--- config.mk ---
export PLATFORM = sky130hd
export DESIGN_NAME = twi_reg_slave
export DESIGN_NICKNAME = d
export VERILOG_FILES = /design/src/rtl/twi_slave_pkg.sv /design/src/rtl/twi_line_sync.sv /design/src/rtl/twi_bus_engine.sv /design/src/rtl/twi_reg_bank.sv /design/src/rtl/twi_reg_slave.sv
export SDC_FILE = /design/constraint.sdc
export NUM_CORES = 1
export LEC_CHECK = 0
export ABC_AREA = 0
export BUFFER_PORTS_ARGS = -buffer_cell sky130_fd_sc_hd__buf_2
export CORE_UTILIZATION = 48
export DETAILED_ROUTE_END_ITERATION = 12
export PLACE_DENSITY_LB_ADDON = 0.1
export SYNTH_ARGS = -nofsm -noshare
export SYNTH_HDL_FRONTEND = slang
export SYNTH_SLANG_ARGS = --single-unit
--- constraint.sdc ---
create_clock -name clk -period 4.2 [get_ports clk]
set_input_delay 1.26 -clock clk [delete_from_list [all_inputs] [get_ports clk]]
set_output_delay 1.26 -clock clk [all_outputs]
set_load 0.05 [all_outputs]
--- src/rtl/twi_slave_pkg.sv ---
package twi_slave_pkg;

  typedef enum logic [3:0] {
    ST_IDLE,
    ST_DEV,
    ST_DEV_ACK,
    ST_REG,
    ST_REG_ACK,
    ST_WR,
    ST_WR_ACK,
    ST_RD,
    ST_RD_ACK
  } twi_state_t;

  // Commands from the bus engine to the register bank, each a one-cycle strobe.
  typedef struct packed {
    logic ptr_load;
    logic ptr_inc;
    logic wr_en;
    logic snap_en;
  } bank_cmd_t;

  localparam logic [3:0] CHG_KEY = 4'b1010;

  function automatic logic charge_decode(input logic [7:0] cfg);
    logic key_ok;
    logic diode_ok;
    logic res_ok;
    key_ok   = (cfg[7:4] == CHG_KEY);
    diode_ok = (cfg[3:2] == 2'b01) || (cfg[3:2] == 2'b10);
    res_ok   = (cfg[1:0] != 2'b00);
    return key_ok && diode_ok && res_ok;
  endfunction

endpackage

--- src/rtl/twi_line_sync.sv ---
module twi_line_sync #(
  parameter int SYNC_STAGES = 2
) (
  input  logic clk,
  input  logic rst_n,
  input  logic scl_i,
  input  logic sda_i,
  output logic scl_lvl_o,
  output logic sda_lvl_o,
  output logic scl_rise_o,
  output logic scl_fall_o,
  output logic start_det_o,
  output logic stop_det_o
);

  logic [SYNC_STAGES-1:0] scl_pipe_q, scl_pipe_d;
  logic [SYNC_STAGES-1:0] sda_pipe_q, sda_pipe_d;
  logic scl_prev_q, sda_prev_q;
  logic scl_now, sda_now;

  generate
    if (SYNC_STAGES == 1) begin : g_one
      assign scl_pipe_d = scl_i;
      assign sda_pipe_d = sda_i;
    end else begin : g_chain
      assign scl_pipe_d = {scl_pipe_q[SYNC_STAGES-2:0], scl_i};
      assign sda_pipe_d = {sda_pipe_q[SYNC_STAGES-2:0], sda_i};
    end
  endgenerate

  assign scl_now = scl_pipe_q[SYNC_STAGES-1];
  assign sda_now = sda_pipe_q[SYNC_STAGES-1];

  // Reset to the idle bus levels so that no edge is seen when reset ends.
  always_ff @(posedge clk or negedge rst_n) begin
    if (!rst_n) begin
      scl_pipe_q <= '1;
      sda_pipe_q <= '1;
      scl_prev_q <= 1'b1;
      sda_prev_q <= 1'b1;
    end else begin
      scl_pipe_q <= scl_pipe_d;
      sda_pipe_q <= sda_pipe_d;
      scl_prev_q <= scl_now;
      sda_prev_q <= sda_now;
    end
  end

  assign scl_lvl_o   = scl_now;
  assign sda_lvl_o   = sda_now;
  assign scl_rise_o  = scl_now & ~scl_prev_q;
  assign scl_fall_o  = ~scl_now & scl_prev_q;
  assign start_det_o = scl_now & scl_prev_q & sda_prev_q & ~sda_now;
  assign stop_det_o  = scl_now & scl_prev_q & ~sda_prev_q & sda_now;

endmodule

--- src/rtl/twi_bus_engine.sv ---
module twi_bus_engine
  import twi_slave_pkg::*;
#(
  parameter logic [6:0] DEV_ADDR = 7'h68
) (
  input  logic      clk,
  input  logic      rst_n,
  input  logic      scl_lvl_i,
  input  logic      sda_lvl_i,
  input  logic      scl_rise_i,
  input  logic      scl_fall_i,
  input  logic      start_det_i,
  input  logic      stop_det_i,
  input  logic      pwr_fail_i,
  input  logic [7:0] rd_byte_i,
  output bank_cmd_t cmd_o,
  output logic [7:0] byte_o,
  output logic      sda_oe_o
);

  localparam logic [3:0] BITS = 4'd8;

  twi_state_t state_q, state_d;
  logic [3:0] cnt_q, cnt_d;
  logic [7:0] sh_q, sh_d;
  logic [7:0] tx_q, tx_d;
  logic       rw_q, rw_d;
  logic       mack_q, mack_d;
  logic       last_bit_fall;

  assign last_bit_fall = scl_fall_i && (cnt_q == BITS);

  always_comb begin
    state_d = state_q;
    cnt_d   = cnt_q;
    sh_d    = sh_q;
    tx_d    = tx_q;
    rw_d    = rw_q;
    mack_d  = mack_q;
    cmd_o   = '0;
    if (pwr_fail_i) begin
      state_d = ST_IDLE;
      cnt_d   = '0;
    end else if (start_det_i) begin
      state_d = ST_DEV;
      cnt_d   = '0;
    end else if (stop_det_i) begin
      state_d = ST_IDLE;
      cnt_d   = '0;
    end else begin
      case (state_q)
        ST_DEV, ST_REG, ST_WR: begin
          if (scl_rise_i) begin
            sh_d  = {sh_q[6:0], sda_lvl_i};
            cnt_d = 4'(cnt_q + 4'd1);
          end else if (last_bit_fall) begin
            cnt_d = '0;
            if (state_q == ST_DEV) begin
              if (sh_q[7:1] == DEV_ADDR) begin
                state_d       = ST_DEV_ACK;
                rw_d          = sh_q[0];
                cmd_o.snap_en = sh_q[0];
              end else begin
                state_d = ST_IDLE;
              end
            end else if (state_q == ST_REG) begin
              state_d        = ST_REG_ACK;
              cmd_o.ptr_load = 1'b1;
            end else begin
              state_d       = ST_WR_ACK;
              cmd_o.wr_en   = 1'b1;
              cmd_o.ptr_inc = 1'b1;
            end
          end
        end
        ST_DEV_ACK: begin
          if (scl_fall_i) begin
            if (rw_q) begin
              state_d = ST_RD;
              tx_d    = rd_byte_i;
            end else begin
              state_d = ST_REG;
            end
          end
        end
        ST_REG_ACK, ST_WR_ACK: begin
          if (scl_fall_i) state_d = ST_WR;
        end
        ST_RD: begin
          if (scl_rise_i) begin
            cnt_d = 4'(cnt_q + 4'd1);
          end else if (last_bit_fall) begin
            cnt_d         = '0;
            state_d       = ST_RD_ACK;
            mack_d        = 1'b0;
            cmd_o.ptr_inc = 1'b1;
          end else if (scl_fall_i) begin
            tx_d = {tx_q[6:0], 1'b1};
          end
        end
        ST_RD_ACK: begin
          if (scl_rise_i) begin
            mack_d = ~sda_lvl_i;
          end else if (scl_fall_i) begin
            if (mack_q) begin
              state_d = ST_RD;
              tx_d    = rd_byte_i;
            end else begin
              state_d = ST_IDLE;
            end
          end
        end
        default: state_d = ST_IDLE;
      endcase
    end
  end

  always_ff @(posedge clk or negedge rst_n) begin
    if (!rst_n) begin
      state_q <= ST_IDLE;
      cnt_q   <= '0;
      sh_q    <= '0;
      tx_q    <= '1;
      rw_q    <= 1'b0;
      mack_q  <= 1'b0;
    end else begin
      state_q <= state_d;
      cnt_q   <= cnt_d;
      sh_q    <= sh_d;
      tx_q    <= tx_d;
      rw_q    <= rw_d;
      mack_q  <= mack_d;
    end
  end

  assign byte_o   = sh_q;
  assign sda_oe_o = (state_q == ST_DEV_ACK) || (state_q == ST_REG_ACK) ||
                    (state_q == ST_WR_ACK) || ((state_q == ST_RD) && !tx_q[7]);

  AST_START_ADDR: assert property (@(posedge clk) disable iff (!rst_n)
    (start_det_i && !pwr_fail_i) |=> (state_q == ST_DEV && cnt_q == 4'd0));

  AST_OE_SCL_LOW: assert property (@(posedge clk) disable iff (!rst_n)
    (!$stable(sda_oe_o) && !$past(pwr_fail_i)) |-> !scl_lvl_i);

  AST_NACK_RELEASE: assert property (@(posedge clk) disable iff (!rst_n)
    (state_q == ST_RD_ACK && scl_fall_i && !mack_q && !start_det_i && !pwr_fail_i)
    |=> (!sda_oe_o && state_q == ST_IDLE));

  AST_PWR_RELEASE: assert property (@(posedge clk) disable iff (!rst_n)
    pwr_fail_i |=> !sda_oe_o);

  AST_PWR_NO_WRITE: assert property (@(posedge clk) disable iff (!rst_n)
    pwr_fail_i |-> (cmd_o == '0));

endmodule

--- src/rtl/twi_reg_bank.sv ---
module twi_reg_bank
  import twi_slave_pkg::*;
#(
  parameter int         CNT_W       = 32,
  parameter logic [7:0] TRICKLE_RST = 8'h00
) (
  input  logic             clk,
  input  logic             rst_n,
  input  bank_cmd_t        cmd_i,
  input  logic [7:0]       byte_i,
  input  logic [CNT_W-1:0] cnt_value_i,
  output logic [7:0]       rd_byte_o,
  output logic             cnt_load_o,
  output logic [CNT_W-1:0] cnt_load_data_o,
  output logic             ctrl_bit_o,
  output logic [7:0]       trickle_o
);

  localparam int CNT_BYTES = CNT_W / 8;
  localparam int LAST      = CNT_BYTES + 1;
  localparam int PW        = $clog2(LAST + 1);
  localparam int STW       = CNT_W - 8;
  localparam logic [PW-1:0] CTRL_P  = PW'(CNT_BYTES);
  localparam logic [PW-1:0] LAST_P  = PW'(LAST);
  localparam logic [PW-1:0] TOPCNT_P = PW'(CNT_BYTES - 1);

  logic [PW-1:0]    ptr_q, ptr_d;
  logic [CNT_W-1:0] snap_q, snap_d;
  logic [STW-1:0]   stage_q, stage_d;
  logic             ctrl_q, ctrl_d;
  logic [7:0]       trk_q, trk_d;
  logic             load_q, load_d;
  logic [CNT_W-1:0] ldat_q, ldat_d;
  logic             wr_top;

  // Pointer: explicit load wins, otherwise advance with wrap.
  always_comb begin
    ptr_d = ptr_q;
    if (cmd_i.ptr_load) begin
      if (byte_i > 8'(LAST)) ptr_d = '0;
      else                   ptr_d = byte_i[PW-1:0];
    end else if (cmd_i.ptr_inc) begin
      if (ptr_q == LAST_P) ptr_d = '0;
      else                 ptr_d = PW'(ptr_q + 1'b1);
    end
  end

  assign snap_d = cmd_i.snap_en ? cnt_value_i : snap_q;

  generate
    for (genvar g = 0; g < CNT_BYTES - 1; g++) begin : g_stage
      assign stage_d[g*8 +: 8] = (cmd_i.wr_en && ptr_q == PW'(g)) ? byte_i : stage_q[g*8 +: 8];
    end
  endgenerate

  assign wr_top = cmd_i.wr_en && (ptr_q == TOPCNT_P);
  assign load_d = wr_top;
  assign ldat_d = wr_top ? {byte_i, stage_q} : ldat_q;
  assign ctrl_d = (cmd_i.wr_en && ptr_q == CTRL_P) ? byte_i[7] : ctrl_q;
  assign trk_d  = (cmd_i.wr_en && ptr_q == LAST_P) ? byte_i : trk_q;

  always_ff @(posedge clk or negedge rst_n) begin
    if (!rst_n) begin
      ptr_q   <= '0;
      snap_q  <= '0;
      stage_q <= '0;
      ctrl_q  <= 1'b0;
      trk_q   <= TRICKLE_RST;
      load_q  <= 1'b0;
      ldat_q  <= '0;
    end else begin
      ptr_q   <= ptr_d;
      snap_q  <= snap_d;
      stage_q <= stage_d;
      ctrl_q  <= ctrl_d;
      trk_q   <= trk_d;
      load_q  <= load_d;
      ldat_q  <= ldat_d;
    end
  end

  always_comb begin
    rd_byte_o = 8'h00;
    for (int i = 0; i < CNT_BYTES; i++) begin
      if (ptr_q == PW'(i)) rd_byte_o = snap_q[i*8 +: 8];
    end
    if (ptr_q == CTRL_P) rd_byte_o = {ctrl_q, 7'b0};
    if (ptr_q == LAST_P) rd_byte_o = trk_q;
  end

  assign cnt_load_o      = load_q;
  assign cnt_load_data_o = ldat_q;
  assign ctrl_bit_o      = ctrl_q;
  assign trickle_o       = trk_q;

  AST_PTR_IN_MAP: assert property (@(posedge clk) disable iff (!rst_n)
    ptr_q <= LAST_P);

  AST_PTR_WRAP: assert property (@(posedge clk) disable iff (!rst_n)
    (cmd_i.ptr_inc && !cmd_i.ptr_load && ptr_q == LAST_P) |=> (ptr_q == '0));

  AST_LOAD_PULSE: assert property (@(posedge clk) disable iff (!rst_n)
    cnt_load_o |=> !cnt_load_o);

  AST_SNAP_HOLD: assert property (@(posedge clk) disable iff (!rst_n)
    !cmd_i.snap_en |=> $stable(snap_q));

endmodule

--- src/rtl/twi_reg_slave.sv ---
module twi_reg_slave
  import twi_slave_pkg::*;
#(
  parameter logic [6:0] DEV_ADDR    = 7'h68,
  parameter int         CNT_W       = 32,
  parameter int         SYNC_STAGES = 2,
  parameter logic [7:0] TRICKLE_RST = 8'h00
) (
  input  logic             clk,
  input  logic             rst_n,
  input  logic             scl_i,
  input  logic             sda_i,
  output logic             sda_oe_o,
  input  logic             pwr_fail_i,
  input  logic [CNT_W-1:0] cnt_value_i,
  output logic             cnt_load_o,
  output logic [CNT_W-1:0] cnt_load_data_o,
  output logic             osc_disable_o,
  output logic [7:0]       trickle_cfg_o,
  output logic             charge_en_o
);

  logic [1:0] rst_sync_q;
  logic       rst_n_s;

  // Reset asserts at once and is released on the clock.
  always_ff @(posedge clk or negedge rst_n) begin
    if (!rst_n) rst_sync_q <= 2'b00;
    else        rst_sync_q <= {rst_sync_q[0], 1'b1};
  end
  assign rst_n_s = rst_sync_q[1];

  logic scl_lvl, sda_lvl, scl_rise, scl_fall, start_det, stop_det;
  bank_cmd_t  cmd;
  logic [7:0] rx_byte, rd_byte;

  twi_line_sync #(.SYNC_STAGES(SYNC_STAGES)) u_sync (
    .clk        (clk),
    .rst_n      (rst_n_s),
    .scl_i      (scl_i),
    .sda_i      (sda_i),
    .scl_lvl_o  (scl_lvl),
    .sda_lvl_o  (sda_lvl),
    .scl_rise_o (scl_rise),
    .scl_fall_o (scl_fall),
    .start_det_o(start_det),
    .stop_det_o (stop_det)
  );

  twi_bus_engine #(.DEV_ADDR(DEV_ADDR)) u_engine (
    .clk        (clk),
    .rst_n      (rst_n_s),
    .scl_lvl_i  (scl_lvl),
    .sda_lvl_i  (sda_lvl),
    .scl_rise_i (scl_rise),
    .scl_fall_i (scl_fall),
    .start_det_i(start_det),
    .stop_det_i (stop_det),
    .pwr_fail_i (pwr_fail_i),
    .rd_byte_i  (rd_byte),
    .cmd_o      (cmd),
    .byte_o     (rx_byte),
    .sda_oe_o   (sda_oe_o)
  );

  twi_reg_bank #(.CNT_W(CNT_W), .TRICKLE_RST(TRICKLE_RST)) u_bank (
    .clk            (clk),
    .rst_n          (rst_n_s),
    .cmd_i          (cmd),
    .byte_i         (rx_byte),
    .cnt_value_i    (cnt_value_i),
    .rd_byte_o      (rd_byte),
    .cnt_load_o     (cnt_load_o),
    .cnt_load_data_o(cnt_load_data_o),
    .ctrl_bit_o     (osc_disable_o),
    .trickle_o      (trickle_cfg_o)
  );

  assign charge_en_o = charge_decode(trickle_cfg_o);

  AST_CHARGE_KEY: assert property (@(posedge clk) disable iff (!rst_n_s)
    charge_en_o |-> (trickle_cfg_o[7:4] == 4'b1010 && trickle_cfg_o[1:0] != 2'b00));

  AST_PWR_CFG_HOLD: assert property (@(posedge clk) disable iff (!rst_n_s)
    ($past(pwr_fail_i) && pwr_fail_i) |-> ($stable(trickle_cfg_o) && $stable(osc_disable_o)));

endmodule

==> metrics.yaml <==
status: "completed"
path_class: "flip-flop to output pin"
worstRegToRegCells: 6
vdd_drop_max_uv: 335
r2r-end: "u_bank.snap_q[13]"
rows: 40
grt_start_max_net_pins: 78
port_buffers: 80
maxSlewHeadroom_pct: 34.5
fin_cells: 737
final-max-slew-violation-count: 0
max_clock_freq_ghz: 0.334
cts_hold_buf: 0
crit_fanout: 18
synth_most_common_cell: "dfrtp_1"
numCtsBuffers: 17
fin_setup_tns_ns: 0
wire_per_inst_um: 16.5
antenna_found_initial: 0
fin_crit_ns: 2.99
period_share_pct: 71.3
synth-edff-count: 0
yosys-top-cells-area: "dfrtp_1 50%, mux2_2 14%, mux2_4 7.1%"
avgSynthCellArea_um2: 12.6
endpoint: "sda_oe_o"
r2r_slack_ns: 1.53
routed_wl_mm: 12.1
max-cap-violations: 0
synth_nets: 522
htree_levels: 4
hpwl_mm: 8.00
synth_top_area_share_pct: 49.7
synthArstFlopShare_pct: 100
end_kind: "output pin"
cts_resized: 0
root_buffer: "clkbuf_16"
die_area_um2: 13200
cp-start-kind: "flip-flop"
area_delta_synth_final_pct: 18.0
clock_path_buffers: 2
tightest_slew_ns: 0.982
slowest_stage: "dfrtp_1"
dr.pass1.iters: 4
dieHeight_um: 115
cts_setup_buffers: 0
rsz0062_at_grt: "false"
cp.arrival_ns: 1.73
rr_startpoint: "u_engine.cnt_q[0]"
drt_iter0_drc: 288
cts_sinks: 135
ys_seq_elements: 135
drive_gt1_share_pct: 42.4
design_area_um2: 7190
hold_viol: 0
gp_congestion: 0.840
post-route-drc-count: 0
finalCoreUtilization_pct: 58.9
first_global_vias: 3928
yosysSeqAreaShare_pct: 55.7
finalNetCount: 596
yosysTopAreaCell: "dfrtp_1"
via_per_inst: 5.39
cp_cell_sequence: "nand2_1, o22a_1, nor2_1, buf_2"
ys_warn_count: 0
startpoint: "u_engine.state_q[2]"
grt_usage_pct: 20.2
synth_cells: 482
hold_path.class: "flip-flop to flip-flop"
cp.required_ns: 2.94
place_inst: 705
start_util_pct: 49.9
yosysUniqueCellTypes: 50
synth_common_cells: "121 x dfrtp_1, 77 x mux2_2, 31 x nand3_1"
cts_tree: "built"
syn_area_um2: 6100
grt_pass1_wl_mm: 20.1
leakagePower_nw: 3.64
cts.reportedPaths.clkPinSlew_ns: 0.06
n_antenna_cell: 0
chipWidth_um: 115
overflow: 0
clk_latency_ns: 0.41
power_density_nw_per_um2: 411
placed_cell_area_um2: 6590
skew_ns: 0.00490
postRouteAntennaNets: 0
finalSetupViolations: 0
ys.flop_type: "dfrtp_1"
core_um2: 12200
num_io_pins: 81
whs_ns: 0.353
dr_total_vias: 3976
slowest_delay_ns: 0.64
==> flip-flops by register name, summed over array words and instances (netlist names) <==
name and count:
u_bank.ptr_q 3, u_sync.sda_prev_q 1, u_engine.mack_q 1, u_bank.cnt_load_data_o 32, u_bank.trickle_o 8, u_sync.sda_pipe_q 2, u_engine.tx_q 8, u_sync.scl_pipe_q 2
u_bank.ctrl_bit_o 1, u_bank.cnt_load_o 1, u_engine.byte_o 8, u_bank.stage_q 24, u_bank.snap_q 32, u_engine.cnt_q 4, u_engine.state_q 4, u_engine.rw_q 1
u_sync.scl_prev_q 1, rst_sync_q 2
==> cell usage in the layout, fill, tap and decap left out, types with 7 or more instances in the layout <==
cell type	n
a21oi_1	17
a31oi_1	8
buf_2	80
clkbuf_16	17
dfrtp_1	120
dfstp_2	14
inv_1	10
mux2_2	77
mux2_4	29
mux2i_1	10
nand2_1	23
nand3_1	31
nand3b_1	9
nor2_1	24
o21ai_0	21
o31ai_1	7
==> worst max-delay path: cells and delay by family (launching register included) <==
family	cells	cell delay [ns]
buffers and inverters	1	0.27
flip-flops	1	0.64
AO/OA/AOI/OAI	1	0.20
AND/OR/NAND/NOR	2	0.21
==> worst min-delay path by stage <==
stage                               from              endpoint  slack [ns]  cells after the start
floorplan                  rst_sync_q[0]         rst_sync_q[1]        0.33                      0
global placement           rst_sync_q[0]         rst_sync_q[1]        0.34                      0
detailed placement         rst_sync_q[0]         rst_sync_q[1]        0.34                      0
CTS                        rst_sync_q[0]         rst_sync_q[1]        0.36                      0
global route        u_sync.scl_pipe_q[0]  u_sync.scl_pipe_q[1]        0.36                      0
finish                     rst_sync_q[0]         rst_sync_q[1]        0.35                      0
==> power by group <==
part	internal (mW)	total, mW	switching (mW)
Clock	0.975	1.51	0.532
Sequential	1.33	1.37	0.0340
Combinational	0.0437	0.0799	0.0362
==> cell type report <==
class / instances / area (µm²)
Clock inverter: 9 / 123
Timing Repair Buffer: 83 / 423
Tap cell: 168 / 210
Multi-Input combinational cell: 309 / 2520
Fill cell: 1078 / 5020
Clock buffer: 23 / 478
Sequential cell: 135 / 3400
Inverter: 10 / 37.5
==> per-layer routing <==
metal	GRT usage, %	routed length (µm)	vias up
met3	5.45	468	13
met2	31.5	5860	83
met4	7.45	134	0
li1	-	-	1876
met5	0	0	-
met1	27.1	5680	2004
==> cell families after synthesis <==
group | after synthesis | share of synthesized area [%]
other cells | 1 | 0.0615
fa+ha+maj | 3 | 0.616
compound gates | 66 | 6.55
mux | 116 | 23.0
xor+xnor | 2 | 0.287
buf+inv | 38 | 2.94
flops | 135 | 55.7
simple gates | 121 | 10.8
==> through the flow <==
stage               power [mW]  worst slack, ns
finish                    2.95             1.21
global route              3.06             1.04
CTS                       2.99             1.17
detailed placement        1.47            0.906
global placement          1.47            0.932
floorplan                 1.43            0.185
Note: power is estimated with default switching activity, not from simulation.
